[src/rtl/rxf_pkg.sv]
package rxf_pkg;
    typedef enum logic [1:0] {
        IDL_WAIT  = 2'd0,
        IDL_COUNT = 2'd1,
        IDL_SET   = 2'd2
    } idle_state_e;

    localparam int ST_FULL = 0;
    localparam int ST_IDLE = 1;
    localparam int ST_OVR  = 2;
endpackage

[src/rtl/rxf_idle_fsm.sv]
module rxf_idle_fsm
    import rxf_pkg::*;
#(
    parameter int IDLE_SHORT = 10
) (
    input  logic clk,
    input  logic rst_n,
    input  logic rx_enable,
    input  logic long_frame,
    input  logic bit_tick,
    input  logic rx_line,
    input  logic char_loaded,
    input  logic idle_clear,
    output logic idle_flag
);
    localparam int IDLE_LONG = IDLE_SHORT + 1;
    localparam int CNT_W     = $clog2(IDLE_LONG + 1);

    idle_state_e      state_q, state_d;
    logic [CNT_W-1:0] cnt_q, cnt_d;
    logic [CNT_W-1:0] target;

    assign target = long_frame ? CNT_W'(IDLE_LONG) : CNT_W'(IDLE_SHORT);

    always_ff @(posedge clk) begin
        if (!rst_n) begin
            state_q <= IDL_WAIT;
            cnt_q   <= '0;
        end else begin
            state_q <= state_d;
            cnt_q   <= cnt_d;
        end
    end

    always_comb begin
        state_d = state_q;
        cnt_d   = cnt_q;
        unique case (state_q)
            IDL_WAIT: begin
                cnt_d = '0;
                if (rx_enable && char_loaded) state_d = IDL_COUNT;
            end
            IDL_COUNT: begin
                if (!rx_enable) begin
                    state_d = IDL_WAIT;
                    cnt_d   = '0;
                end else if (bit_tick) begin
                    if (!rx_line) begin
                        cnt_d = '0;
                    end else if (cnt_q + CNT_W'(1) >= target) begin
                        state_d = IDL_SET;
                        cnt_d   = '0;
                    end else begin
                        cnt_d = cnt_q + CNT_W'(1);
                    end
                end
            end
            IDL_SET: begin
                if (idle_clear) state_d = IDL_WAIT;
            end
            default: state_d = IDL_WAIT;
        endcase
    end

    always_comb begin
        idle_flag = (state_q == IDL_SET);
    end

    // idle only appears right after a high sample on a tick
    assert_idle_on_high_tick_R4: assert property (@(posedge clk) disable iff (!rst_n)
        $rose(idle_flag) |-> $past(bit_tick && rx_line && rx_enable));
    // a disarmed detector cannot raise idle in the next cycle
    assert_idle_needs_char_R5: assert property (@(posedge clk) disable iff (!rst_n)
        (state_q == IDL_WAIT) |=> (state_q != IDL_SET));
    // a low sample restarts the count
    assert_low_restarts_R6: assert property (@(posedge clk) disable iff (!rst_n)
        (state_q == IDL_COUNT && rx_enable && bit_tick && !rx_line) |=> (cnt_q == '0));
    // idle falls only through the clearing read
    assert_idle_clear_read_R7: assert property (@(posedge clk) disable iff (!rst_n)
        $fell(idle_flag) |-> $past(idle_clear));
    // disable drops arming
    assert_disable_disarms_R10: assert property (@(posedge clk) disable iff (!rst_n)
        (!rx_enable && state_q != IDL_SET) |=> (state_q == IDL_WAIT));
endmodule

[src/rtl/rxf_flag_ctrl.sv]
module rxf_flag_ctrl #(
    parameter int DATA_W = 8
) (
    input  logic              clk,
    input  logic              rst_n,
    input  logic              char_done,
    input  logic [DATA_W-1:0] char_data,
    input  logic              status_rd,
    input  logic              data_rd,
    input  logic              idle_flag,
    output logic              full_q,
    output logic              ovr_q,
    output logic [DATA_W-1:0] data_q,
    output logic              char_loaded,
    output logic              idle_clear
);
    logic arm_full, arm_idle, arm_ovr;
    logic clr_full, clr_ovr, ovr_set;

    always_comb begin
        clr_full    = data_rd && arm_full;
        clr_ovr     = data_rd && arm_ovr;
        idle_clear  = data_rd && arm_idle;
        char_loaded = char_done && (!full_q || clr_full);
        ovr_set     = char_done && full_q && !clr_full;
    end

    always_ff @(posedge clk) begin
        if (!rst_n) begin
            full_q   <= 1'b0;
            ovr_q    <= 1'b0;
            data_q   <= '0;
            arm_full <= 1'b0;
            arm_idle <= 1'b0;
            arm_ovr  <= 1'b0;
        end else begin
            full_q <= char_loaded || (full_q && !clr_full);
            ovr_q  <= ovr_set || (ovr_q && !clr_ovr);
            if (char_loaded) data_q <= char_data;
            if (status_rd) begin
                arm_full <= full_q;
                arm_idle <= idle_flag;
                arm_ovr  <= ovr_q;
            end else if (data_rd) begin
                arm_full <= 1'b0;
                arm_idle <= 1'b0;
                arm_ovr  <= 1'b0;
            end
        end
    end

    // a character into an empty register is held and flagged
    assert_load_sets_full_R2: assert property (@(posedge clk) disable iff (!rst_n)
        (char_done && !full_q) |=> (full_q && data_q == $past(char_data)));
    // overrun keeps the held character
    assert_ovr_keeps_data_R3: assert property (@(posedge clk) disable iff (!rst_n)
        (char_done && full_q && !data_rd) |=> ($stable(data_q) && ovr_q));
    // overrun falls only after an armed data read
    assert_ovr_clear_armed_R7: assert property (@(posedge clk) disable iff (!rst_n)
        $fell(ovr_q) |-> $past(data_rd && arm_ovr));
    // an unarmed data read leaves a pending overrun
    assert_late_ovr_stays_R8: assert property (@(posedge clk) disable iff (!rst_n)
        (data_rd && !arm_ovr && ovr_q) |=> ovr_q);
    // set wins over clear on the same edge
    assert_set_wins_R11: assert property (@(posedge clk) disable iff (!rst_n)
        (data_rd && arm_full && char_done) |=> (full_q && data_q == $past(char_data)));
endmodule

[src/rtl/rx_status_flags.sv]
module rx_status_flags
    import rxf_pkg::*;
#(
    parameter int DATA_W     = 8,
    parameter int IDLE_SHORT = 10
) (
    input  logic              clk,
    input  logic              rst_n,
    input  logic              rx_enable,
    input  logic              long_frame,
    input  logic              bit_tick,
    input  logic              rx_line,
    input  logic              char_done,
    input  logic [DATA_W-1:0] char_data,
    input  logic              rd_en,
    input  logic              rd_sel,
    output logic [DATA_W-1:0] rd_rdata,
    input  logic              idle_irq_en,
    input  logic              ovr_irq_en,
    output logic              err_irq
);
    logic              status_rd, data_rd;
    logic              full_q, ovr_q, idle_flag;
    logic              char_loaded, idle_clear;
    logic [DATA_W-1:0] data_q;
    logic [DATA_W-1:0] status_word;

    assign status_rd = rd_en && !rd_sel;
    assign data_rd   = rd_en && rd_sel;

    rxf_flag_ctrl #(.DATA_W(DATA_W)) u_flags (
        .clk         (clk),
        .rst_n       (rst_n),
        .char_done   (char_done),
        .char_data   (char_data),
        .status_rd   (status_rd),
        .data_rd     (data_rd),
        .idle_flag   (idle_flag),
        .full_q      (full_q),
        .ovr_q       (ovr_q),
        .data_q      (data_q),
        .char_loaded (char_loaded),
        .idle_clear  (idle_clear)
    );

    rxf_idle_fsm #(.IDLE_SHORT(IDLE_SHORT)) u_idle (
        .clk         (clk),
        .rst_n       (rst_n),
        .rx_enable   (rx_enable),
        .long_frame  (long_frame),
        .bit_tick    (bit_tick),
        .rx_line     (rx_line),
        .char_loaded (char_loaded),
        .idle_clear  (idle_clear),
        .idle_flag   (idle_flag)
    );

    always_comb begin
        status_word          = '0;
        status_word[ST_FULL] = full_q;
        status_word[ST_IDLE] = idle_flag;
        status_word[ST_OVR]  = ovr_q;
        rd_rdata             = rd_sel ? data_q : status_word;
        err_irq              = (idle_flag && idle_irq_en) || (ovr_q && ovr_irq_en);
    end

    // an interrupt needs an enabled flag behind it
    assert_irq_source_R9: assert property (@(posedge clk) disable iff (!rst_n)
        err_irq |-> ((idle_irq_en && idle_flag) || (ovr_irq_en && ovr_q)));
endmodule

[config.mk]
export PLATFORM = sky130hd
export DESIGN_NAME = rx_status_flags
export DESIGN_NICKNAME = d
export VERILOG_FILES = /design/src/rtl/rxf_pkg.sv /design/src/rtl/rxf_idle_fsm.sv /design/src/rtl/rxf_flag_ctrl.sv /design/src/rtl/rx_status_flags.sv
export SDC_FILE = /design/constraint.sdc
export NUM_CORES = 1
export LEC_CHECK = 0
export ABC_AREA = 1
export ABC_CLOCK_PERIOD_IN_PS = 1600
export BUFFER_PORTS_ARGS = -buffer_cell sky130_fd_sc_hd__buf_2
export CORE_AREA = 2 2 47 49
export CTS_CLUSTER_DIAMETER = 80
export DETAILED_ROUTE_END_ITERATION = 10
export DIE_AREA = 0 0 49 51
export PLACE_DENSITY_LB_ADDON = 0.08
export SETUP_SLACK_MARGIN = 0.3
export SYNTH_ARGS = -nofsm -noshare
export SYNTH_HDL_FRONTEND = slang
export SYNTH_SLANG_ARGS = --single-unit
[constraint.sdc]
create_clock -name clk -period 1.6 [get_ports clk]
set_input_delay 0.32 -clock clk [delete_from_list [all_inputs] [get_ports clk]]
set_output_delay 0.32 -clock clk [all_outputs]
set_load 0.02 [all_outputs]
# Yosys cells after proc, flatten, opt, wreduce, memory -nomap -nowiden

Index checks and enable logic that the tools add are counted.

Input port bits: 19
Register bits: 19
Word-level logic and storage cells: 61

$lt $le $gt $ge: 1
Reductions and logical operators: 26
Mux-type cells: 18
Add/subtract/negate cells: 1
Equality and inequality tests: 7

Operator list:

| operator                                               | count |
|---|---|
| 2-to-1 mux 4 bit                                       | 4 |
| logical AND 1 bit                                      | 13 |
| 2-to-1 mux 2 bit                                       | 6 |
| 2-to-1 mux 8 bit                                       | 1 |
| one-hot mux 4 bit (2 select lines)                     | 1 |
| inequality test 3 bit (second input constant)          | 2 |
| one-hot mux 2 bit (3 select lines)                     | 1 |
| 2-to-1 mux 1 bit                                       | 5 |
| AND reduction 5 bit                                    | 1 |
| adder 4 x 1 -> 4 bit (second input constant)           | 1 |
| greater-or-equal comparator 4 bit                      | 1 |
| logical NOT 1 bit                                      | 4 |
| logical OR 1 bit                                       | 4 |
| inequality test 2 x 1 -> 1 bit (second input constant) | 2 |
| nonzero test 2 bit                                     | 2 |
| inequality test 3 x 2 -> 1 bit (second input constant) | 1 |
| equality test 2 x 1 -> 1 bit (second input constant)   | 1 |
| equality test 2 bit (second input constant)            | 1 |
| logical NOT 2 bit                                      | 1 |
| AND reduction 2 bit                                    | 1 |

# Logic depth before layout (Yosys ltp)

Depth after elaboration: 7
Gate-level depth with buffers: 9

# Cells and area by module

A second synthesis with hierarchy kept.

Cell total of the unflattened synthesis: 177
Area total of the unflattened synthesis: 1103.6 um2

Modules (own cells, without submodules):

| module          | instances | area an instance (um2) | cells each | sequential area each (um2) |
|---|---|---|---|---|
| rxf_flag_ctrl   | 1         | 564.3                  | 79         | 260.2 |
| rxf_idle_fsm    | 1         | 426.7                  | 70         | 120.1 |
| rx_status_flags | 1         | 112.6                  | 28         | 0.0 |

# Worst setup path before layout

Ideal clock, no wire load.

Kind: reg2reg
Start: reg u_idle.cnt_q[0]
End: reg u_idle.state_q[1]
Data arrival time: 1.130 ns
Data required time: 1.480 ns
Path buffers: 0
Period minus slack after synthesis: 1.250 ns
Slack: 0.350 ns
Stages on the path, launching flop included: 8
Cells stage by stage: dfxtp_1 > ha_1 > o21ai_0 > nand2_1 > nand3_1 > inv_1 > nand3_1 > a21oi_2

Cells in the longest elaborated chain, start to end: 4

RTL lines:

| item                                            | line               | RTL |
|---|---|---|
| from (decl)                                     | rxf_idle_fsm.sv:20 | `logic [CNT_W-1:0] cnt_q, cnt_d;` |
| from (signal assigned)                          | rxf_idle_fsm.sv:31 | `cnt_q <= cnt_d;` |
| adder 4 x 1 -> 4 bit                            | rxf_idle_fsm.sv:50 | `end else if (cnt_q + CNT_W'(1) >= target) begin` |
| greater-or-equal comparator 4 bit               | rxf_idle_fsm.sv:50 |  |
| inequality test 3 x 2 -> 1 bit (no source line) | -                  |  |
| AND reduction 5 bit (no source line)            | -                  |  |
| to (signal assigned)                            | rxf_idle_fsm.sv:30 | `state_q <= state_d;` |
| to (decl)                                       | rxf_idle_fsm.sv:19 | `idle_state_e state_q, state_d;` |

No other way between the ends.
A chain may end at the register's enable or synchronous reset.

# Final worst setup path

Start: reg u_idle.state_q[1]
End: out err_irq

Cells in the longest elaborated chain, start to end: 3

RTL lines:

| item                | line                  | RTL |
|---|---|---|
| equality test 2 bit | rxf_idle_fsm.sv:66    | `idle_flag = (state_q == IDL_SET);` |
| logical AND 1 bit   | rx_status_flags.sv:64 | `err_irq = (idle_flag && idle_irq_en) \|\| (ovr_q && ovr_irq_en);` |
| logical OR 1 bit    | rx_status_flags.sv:64 |  |
| to (decl)           | rx_status_flags.sv:20 | `output logic err_irq` |

No other way between the ends.

==> run summary <==
Max-cap violations: 0
CP max-delay cell: dfxtp_2
final setup TNS: 0 ns
post-synth top area cell: dfxtp_1
critical-path cell list: inv_2 > nor2_4 > a22o_1 > buf_4
vias in the first global route: 771
Avg Cell Area, Syn: 6.94 um2
FF-to-FF path depth: 8
internal power: 0.000660 W
Overflow after GRT: 0
Diodes inserted: 0
core area: 2060 um2
initial core utilization: 45.7%
Critical Path Fanout Max: 3
count of input and output buffers: 27
wire length per cell: 10.5 um
Die Ht: 51 um
Hold Fails Final Rpt: 0
hold crit path type: in2reg
RSZ-0062 raised after global routing: yes
cell count after synthesis: 136
mapped cell area: 943 um2
Num CTS Buffers: 3
first-pass GRT wire length: 3.21 mm
Final nets: 190
Reg-to-Reg End: u_idle.state_q[0]$_SDFFE_PN0P_
DP HPWL: 1.48 mm
Worst Setup SP: u_idle.state_q[1]$_SDFFE_PN0P_
post-synthesis register bit count: 19
crit path capture type: output pin
CTS Buffer Depth: 2
Largest stage delay, worst path: 0.36 ns
PwrDens: 733 nW/um2
Hold Buf Count CTS: 0
fin crit share: 87.8%
R2R Setup Slk: 0.34 ns
crit path capture: err_irq
Layout area overhead: 31.4%
die area: 2500 um2
clock skew: 0.0124 ns
Reg clk slew, reported paths: 0.11 ns
syn nets: 157
Worst setup SP type: register
critical path required time: 1.28 ns
share of post-route cells with drive strength above 1: 36.9%
Worst EP arrival: 1.08 ns
Detailed Routing Iterations Pass 1: 4
initial DRC count: 10
kind of critical path: reg2out
Final Instance Area: 1240 um2
Die Span X: 49 um
sequential share of the synthesized area: 40.3%
largest cells by area after synthesis: dfxtp_1 40%, nand2_1 12%, nor2_1 8.0%
Synth Warn #: 0
Slew Limit Fails: 0
fin crit period: 1.40 ns
vias: 942
CTS Root Cell: clkbuf_4
Final ANT Viol Nets: 0
Remaining DRCs: 0
Final setup viols: 0
Clk pwr share: 25.8%
Skew-Pair Late Insertion Delay: 0.29 ns
Worst slew margin: 83.8%
via-per-instance ratio: 4.81
start of the worst register-to-register path: u_idle.cnt_q[0]$_SDFFE_PN0P_
initial antenna violation count: 0
final wirelength: 2.06 mm
Comb pwr share: 17.5%
GPL Wtd Cong: 0.754
status: finished, final reports clean
placed cell area: 1090 um2
I/O pin cnt: 28
post-synth top area share: 40.3%
sw frac: 27.3%
Netlist cell types: 22
FMAX: 0.712 GHz
largest net degree at the start of global routing: 14
Flop pwr share: 56.7%
slew of the pin with the lowest slew margin: 0.243 ns
row count: 17
Worst IR Drop VDD: 0.000514 V
Clock H-tree levels: 1
TritonCTS clock tree: yes
clk sink count: 19
P_sw: 0.000248 W
all-layer global routing usage: 16.5%
leakage: 0.589 nW
-- layer usage --
layer | share of wire [%] | GRT usage (%)
met3 | 3.5 | 1.75
met2 | 50 | 29.2
met5 | 0 | 0
met1 | 45 | 20.3
met4 | 1.0 | 7.14
-- power groups by stage --
stage	clock network [W]	logic (W)	registers, W
after floorplan	0	0.0000965	0.000522
after global placement	0	0.000142	0.000524
after detailed placement	0	0.000145	0.000525
after CTS	0.000247	0.000148	0.000516
after global routing	0.000271	0.000179	0.000518
final	0.000235	0.000159	0.000515
-- stage by stage --
step / instances / setup WS [ns] / hold WS (ns) / total power (W) / util (%)
6_report: 196 / 0.196 / 0.269 / 0.000908 / 60.1
5_1_grt: 196 / 0.138 / 0.280 / 0.000968 / 60.1
4_1_cts: 193 / 0.195 / 0.266 / 0.000911 / 55.7
3_5_place_dp: 188 / 0.176 / 0.477 / 0.000669 / 53.0
3_3_place_gp: 188 / 0.211 / 0.463 / 0.000666 / 53.0
2_1_floorplan: 136 / 0.350 / 0.454 / 0.000618 / -
-- layout make-up --
| class | count | area, um2 |
|---|---|---|
| Multi-Input combinational cell | 98 | 547 |
| Fill cell | 207 | 823 |
| Timing Repair Buffer | 31 | 181 |
| Clock buffer | 4 | 26.3 |
| Inverter | 16 | 60.1 |
| Sequential cell | 19 | 390 |
| Tap cell | 28 | 35.0 |
-- kinds of logic (layout without fill, tap and decap cells) --
| family | count (synthesis) | count (layout) | synth area share, % |
|---|---|---|---|
| flops | 19 | 19 | 40.3 |
| fa+ha+maj | 2 | 2 | 2.65 |
| simple gates | 68 | 68 | 32.1 |
| compound gates | 27 | 27 | 15.5 |
| buf+inv | 19 | 51 | 8.49 |
| xor+xnor | 1 | 1 | 0.929 |
-- flip-flops by register name (all words and copies together), names as in the netlist --
register,count
u_idle.state_q,2
u_flags.ovr_q,1
u_flags.arm_idle,1
u_idle.cnt_q,4
u_flags.arm_full,1
u_flags.data_q,8
u_flags.arm_ovr,1
u_flags.full_q,1
-- what timing repair did --
| action | CTS | global route |
|---|---|---|
| pin swaps | 0 | 6 |
| buffers inserted | 1 | 3 |
| gates cloned | 0 | 0 |
| resized for setup | 12 | 17 |
| endpoints found under the setup margin | 7 | 10 |
-- cells in the final DEF (no fill, tap or decap), drive strengths merged --
| cell | instances |
|---|---|
| a21oi | 11 |
| a22o | 1 |
| buf | 31 |
| clkbuf | 4 |
| dfxtp | 19 |
| ha | 2 |
| inv | 16 |
| nand2 | 33 |
| nand3 | 11 |
| nand4 | 2 |
| nor2 | 21 |
| nor3 | 1 |
| o21ai | 15 |
| xnor2 | 1 |
-- cells in the mapped netlist --
| master | count |
|---|---|
| ha_1 | 2 |
| a21oi_2 | 2 |
| o21ai_0 | 13 |
| buf_2 | 1 |
| nor2_1 | 20 |
| clkbuf_1 | 1 |
| nand3_4 | 1 |
| dfxtp_1 | 19 |
| inv_1 | 15 |
| xnor2_1 | 1 |
| nand3_1 | 9 |
| o21ai_1 | 2 |
| a21oi_1 | 9 |
| nand3_2 | 1 |
| nand2_2 | 3 |
| buf_6 | 1 |
| nand2_1 | 30 |
| a22o_1 | 1 |
| nor3_1 | 1 |
| nand4_1 | 2 |
| nor2_2 | 1 |
| inv_2 | 1 |
-- worst max-delay path: cells and delay by family, from the launching register on --
kind	cells	cell delay, ns
AO/OA/AOI/OAI	1	0.13
buffers and inverters	2	0.18
flip-flops	1	0.36
AND/OR/NAND/NOR	1	0.13
-- how the worst min path moves through the flow --
stage,startpoint,endpoint,cells past startpoint
2_1_floorplan,char_done,u_flags.full_q$_SDFF_PN0_,2
3_3_place_gp,u_flags.data_q[0]$_SDFFE_PN0N_,u_flags.data_q[0]$_SDFFE_PN0N_,2
3_5_place_dp,u_idle.cnt_q[3]$_SDFFE_PN0P_,u_idle.cnt_q[3]$_SDFFE_PN0P_,2
4_1_cts,char_data[1],u_flags.data_q[1]$_SDFFE_PN0N_,3
5_1_grt,char_data[0],u_flags.data_q[0]$_SDFFE_PN0N_,3
6_report,char_data[1],u_flags.data_q[1]$_SDFFE_PN0N_,3
Power figures use the tool's default switching activity.
